===== src/rtl/snapreg_pkg.sv =====
package snapreg_pkg;

    localparam int BYTE_W = 8;
    localparam int DATA_W = 16;
    localparam int ADDR_W = 8;
    localparam int NSRC   = 3;
    localparam int SRC_W  = 2;

    localparam logic [ADDR_W-1:0] ID_ADDR  = 8'h12;
    localparam logic [ADDR_W-1:0] CH_BASE  = 8'h14;
    localparam logic [ADDR_W-1:0] TMR_BASE = 8'h18;
    localparam logic [3:0]        ID_PART  = 4'b1001;

    typedef enum logic [1:0] {
        SEL_NONE,
        SEL_ID,
        SEL_LO,
        SEL_HI
    } sel_kind_e;

    typedef struct packed {
        sel_kind_e        kind;
        logic [SRC_W-1:0] src;
    } sel_t;

    function automatic logic [ADDR_W-1:0] lo_addr(input int idx);
        if (idx < NSRC - 1)
            return CH_BASE + ADDR_W'(2 * idx);
        return TMR_BASE;
    endfunction

    function automatic sel_t decode(input logic [ADDR_W-1:0] a, input logic word);
        sel_t s;
        s.kind = SEL_NONE;
        s.src  = '0;
        if (!word && a == ID_ADDR)
            s.kind = SEL_ID;
        for (int i = 0; i < NSRC; i++) begin
            if (a == lo_addr(i)) begin
                s.kind = SEL_LO;
                s.src  = SRC_W'(i);
            end else if (!word && a == lo_addr(i) + ADDR_W'(1)) begin
                s.kind = SEL_HI;
                s.src  = SRC_W'(i);
            end
        end
        return s;
    endfunction

endpackage


===== src/rtl/snap_source.sv =====
module snap_source #(
    parameter int DATA_W = 16,
    parameter int BYTE_W = 8,
    localparam int HI_W  = DATA_W - BYTE_W
) (
    input  logic              clk,
    input  logic              rst,
    input  logic              load,
    input  logic [DATA_W-1:0] load_val,
    input  logic              snap,
    output logic [DATA_W-1:0] live_o,
    output logic [HI_W-1:0]   shad_o
);

    always_ff @(posedge clk) begin
        if (rst) begin
            live_o <= '0;
            shad_o <= '0;
        end else begin
            if (load)
                live_o <= load_val;
            if (snap)
                shad_o <= live_o[DATA_W-1:BYTE_W];
        end
    end

endmodule


===== src/rtl/snap_rdmux.sv =====
module snap_rdmux
    import snapreg_pkg::*;
(
    input  sel_t                          sel,
    input  logic                          word,
    input  logic [3:0]                    rev,
    input  logic [NSRC-1:0][DATA_W-1:0]   live,
    input  logic [NSRC-1:0][BYTE_W-1:0]   shad,
    output logic [DATA_W-1:0]             data
);

    localparam int PAD_W = DATA_W - BYTE_W;

    always_comb begin
        data = '0;
        case (sel.kind)
            SEL_ID: data = {{PAD_W{1'b0}}, ID_PART, rev};
            SEL_LO: begin
                if (int'(sel.src) < NSRC)
                    data = word ? live[sel.src]
                                : {{PAD_W{1'b0}}, live[sel.src][BYTE_W-1:0]};
            end
            SEL_HI: begin
                if (int'(sel.src) < NSRC)
                    data = {{PAD_W{1'b0}}, shad[sel.src]};
            end
            default: data = '0;
        endcase
    end

endmodule


===== src/rtl/snapreg_bank.sv =====
module snapreg_bank
    import snapreg_pkg::*;
#(
    parameter logic [3:0] REV_ID = 4'h6
) (
    input  logic              clk,
    input  logic              rst,
    input  logic              res_vld,
    input  logic [DATA_W-1:0] res_ch0,
    input  logic [DATA_W-1:0] res_ch1,
    input  logic              tmr_vld,
    input  logic [DATA_W-1:0] tmr_val,
    input  logic              rd_en,
    input  logic [ADDR_W-1:0] rd_addr,
    input  logic              rd_word,
    output logic              rd_vld,
    output logic [DATA_W-1:0] rd_data
);

    sel_t                         sel;
    logic [NSRC-1:0]              ld;
    logic [NSRC-1:0]              snap;
    logic [NSRC-1:0][DATA_W-1:0]  ld_val;
    logic [NSRC-1:0][DATA_W-1:0]  live_q;
    logic [NSRC-1:0][BYTE_W-1:0]  shad_q;
    logic [DATA_W-1:0]            mux_data;

    assign sel = decode(rd_addr, rd_word);

    generate
        for (genvar g = 0; g < NSRC; g++) begin : g_src
            if (g == NSRC - 1) begin : g_tmr
                assign ld[g]     = tmr_vld;
                assign ld_val[g] = tmr_val;
            end else if (g == 0) begin : g_ch0
                assign ld[g]     = res_vld;
                assign ld_val[g] = res_ch0;
            end else begin : g_ch1
                assign ld[g]     = res_vld;
                assign ld_val[g] = res_ch1;
            end

            assign snap[g] = rd_en && (sel.kind == SEL_LO) && (int'(sel.src) == g);

            snap_source #(
                .DATA_W (DATA_W),
                .BYTE_W (BYTE_W)
            ) u_src (
                .clk      (clk),
                .rst      (rst),
                .load     (ld[g]),
                .load_val (ld_val[g]),
                .snap     (snap[g]),
                .live_o   (live_q[g]),
                .shad_o   (shad_q[g])
            );
        end
    endgenerate

    snap_rdmux u_mux (
        .sel  (sel),
        .word (rd_word),
        .rev  (REV_ID),
        .live (live_q),
        .shad (shad_q),
        .data (mux_data)
    );

    always_ff @(posedge clk) begin
        if (rst) begin
            rd_vld  <= 1'b0;
            rd_data <= '0;
        end else begin
            rd_vld  <= rd_en;
            rd_data <= rd_en ? mux_data : '0;
        end
    end

endmodule


===== config.mk =====
export PLATFORM = sky130hd
export DESIGN_NAME = snapreg_bank
export DESIGN_NICKNAME = d
export VERILOG_FILES = /design/src/rtl/snapreg_pkg.sv /design/src/rtl/snap_source.sv /design/src/rtl/snap_rdmux.sv /design/src/rtl/snapreg_bank.sv
export SDC_FILE = /design/constraint.sdc
export NUM_CORES = 1
export LEC_CHECK = 0
export CORE_UTILIZATION = 35
export CTS_CLUSTER_DIAMETER = 150
export CTS_CLUSTER_SIZE = 12
export DETAILED_ROUTE_END_ITERATION = 8
export GPL_ROUTABILITY_DRIVEN = 0
export PLACE_DENSITY = 0.64
export SLEW_MARGIN = 20
export SYNTH_ARGS = -nofsm -noshare
export SYNTH_HDL_FRONTEND = slang
export SYNTH_HIERARCHICAL = 1
export SYNTH_SLANG_ARGS = --single-unit

===== constraint.sdc =====
create_clock -name clk -period 2.73 [get_ports clk]
set_input_delay 0.4095 -clock clk [delete_from_list [all_inputs] [get_ports clk]]
set_output_delay 0.4095 -clock clk [all_outputs]
set_load 0.005 [all_outputs]

==> flow_summary.toml, run 1 <==
[route]
wl_um = 8870
first_iter_violations = 83
drt_drc_violations_left = 0
firstDrtPassIters = 4
vias_per_cell = 4.76
antenna_left = 0
vias = 2867
post_drt_wl_per_cell_um = 14.7

[run_status]
status = "finished clean"

[yosys]
synthTopCellsByArea = "dfxtp_1 (46%), mux2i_1 (25%), nor2_1 (7.1%)"
async_flop_share_pct = 0
synth_seq_cells = 89
synth.distinct_cells = 39
synth_top_family_by_area = "multiplexers"
synthAdderAreaFrac_pct = 0
netlist.area_leader.share_pct = 45.9
yosysTopAreaCell = "dfxtp_1"
synth-seq-area-share_pct = 45.9
synth-simple-area-share_pct = 17.0
synth_xor_area_share_pct = 0
synth_cells = 375
synth.avg_cell_area_um2 = 10.4
ys_warn_count = 6
synth_edf_count = 0
synthMuxAreaShare_pct = 26.4
ys.flop_type = "dfxtp_1"
syn_area_um2 = 3880
synth-compound-area-share_pct = 5.25

[critical_path]
rrSetupSlack_ps = 1560
critPathBufInv = 2
cpPeakStageDelay_ps = 410
worst_path_max_delay_cell = "clkdlybuf4s50_1"
crit_path_start_kind = "input port"
cp-end-kind = "flop"
critPathMaxFanout = 23
crit_arrival_ps = 2670
worstPathCellList = "clkdlybuf4s50_1 -> nor4b_2 -> nand2_1 -> nor2_2 -> buf_12 -> mux2i_1 -> o2bb2ai_1 -> a22o_1 -> and2_1"
critPathRequiredTime_ps = 2980
crit_family = "simple AND/OR/NAND/NOR gates"
critPathKind = "in2reg"

[clock_tree]
cts_tree = "built"
h-tree-depth = 3
post_cts_resized = 0
ctsHoldBuffers = 0
cts_sinks = 89
clockBufferDepth = 2
cts_buffers = 9
clock_latency_ps = 350
clk_pin_slew_worst_paths_ps = 90
post_cts.repair.setup_buffers = 0
clockRootBuffer = "clkbuf_8"

[die]
initial_core_util_pct = 35.8
die_h_um = 107
dieArea_um2 = 11500
core_area_um2 = 10800
rows = 38
die_w_um = 107
io_pins = 79

[timing]
slew_headroom_pct = 61.3
fin_ws_ps = 318
fmax_mhz = 415
timing.final.crit_share_pct = 88.4
rsz0062_at_grt = "no"
drv_slew = 0
setup_violations = 0
fin_skew_ps = 8.45
period_needed_ps = 2410
timing.final.hold_violations = 0
tightestPinTransition_ps = 580

[placed_design]
post-place-ws_ps = -36.3
dp_hpwl_um = 6710
dp.cells = 586
port-buffer-count = 78

[global_routing]
grt_pass1_vias = 2872
grt_pass1_wl_um = 14500
grt.total_usage_pct = 16.4
grt_max_degree = 43
antenna_found_initial = 0
grt_overflow = 0

[power_and_ir_drop]
ir_drop_v = 0.000240
leakage_nw = 1.89
p_per_area_nw_per_um2 = 522

[final_layout]
n_antenna_cell = 0
layoutNonFillerInstCount = 602
drive_above_1_share_pct = 8.66
final_net_count = 519
area_delta_synth_final_pct = 28.0

[flow_run]
max-cap-violations = 0

[worst_hold_path]
hold_class = "reg2reg"
[state kept, by name, indices dropped and copies added (netlist names)]
| signal | count |
|---|---|
| rd_vld | 1 |
| g_src.u_src/live_o | 48 |
| g_src.u_src/shad_o | 24 |
| rd_data | 16 |
[layout make-up]
class / instances / area, um2
clock buffers: 9 / 124
clock inverters: 7 / 93.8
fillers: 1042 / 5870
inverters: 2 / 7.51
multi-input cells: 264 / 1910
flip-flops and latches: 89 / 1780
well taps: 140 / 175
repair buffers: 91 / 881
[worst min-delay path: stages, from the launching register on]
cell,delay (ps)
dfxtp_1,330
mux2i_1,60
nor2_1,70
[where the power goes]
part	total, mW	switching, mW	internal [mW]
Combinational	0.239	0.0982	0.141
Clock	0.980	0.465	0.515
Sequential	1.37	0.0335	1.34
[layer usage]
layer	GRT usage [%]	up-vias	share of wire (%)
met4	6.85	0	2.4
met2	26.0	80	44
met3	3.21	14	4.7
met1	21.8	1330	49
met5	0	-	0
li1	-	1443	-
[stage by stage]
step	hold slack, ps	TNS [ps]	utilization [%]	power [mW]	area [um2]
6_report	499	0	45.9	2.59	4970
5_1_grt	539	0	45.9	2.70	4970
4_1_cts	504	0	45.9	2.63	4970
3_5_place_dp	481	-36.3	43.9	1.65	4750
3_3_place_gp	473	-31.4	43.9	1.64	4750
2_1_floorplan	453	0	-	1.52	3890
[cells in the mapped netlist (all sizes together), types with 3 or more instances]
cell	n
mux2	4
nand2	12
nor2	74
nor2b	4
o221ai	4
dfxtp	89
o21ai	3
mux2i	98
buf	17
a22oi	4
clkbuf	5
a21oi	9
nor4b	3
or2	8
and2	16
[cells by family after synthesis]
logic type	count (synthesis)
DFF	89
and+or+nand+nor	130
buffers and inverters	24
other	2
muxes	102
AOI/OAI and AO/OA	28
[cell usage in the layout (no fill, tap or decap), types with 8 or more instances in the layout]
master / instances
buf_4: 12
clkdlybuf4s50_1: 76
and2_1: 16
nor2_1: 73
dfxtp_1: 89
clkbuf_8: 9
a21oi_1: 9
nand2_1: 11
or2_1: 8
mux2i_1: 98
[final timing paths]
kind / end / from / cells past startpoint
worst max-delay path: rd_data[7] / rd_addr[5] / 9
worst max register to register: rd_data[7] / g_src[0].u_src/live_o[7] / 4
worst min register to register: g_src[0].u_src/shad_o[0] / g_src[0].u_src/shad_o[0] / 2
worst min-delay path: g_src[0].u_src/shad_o[0] / g_src[0].u_src/shad_o[0] / 2
No activity file was read; power rests on OpenSTA's default activity.
==> inputs of run 2 (changes only) <==
--- a/config.mk
+++ b/config.mk
@@ -16,3 +16,4 @@
 export SYNTH_HDL_FRONTEND = slang
 export SYNTH_HIERARCHICAL = 1
 export SYNTH_SLANG_ARGS = --single-unit
+export TNS_END_PERCENT = 50
==> results of run 2 <==
Same layout as run 1: the final DEF is identical, and so are final timing and power.
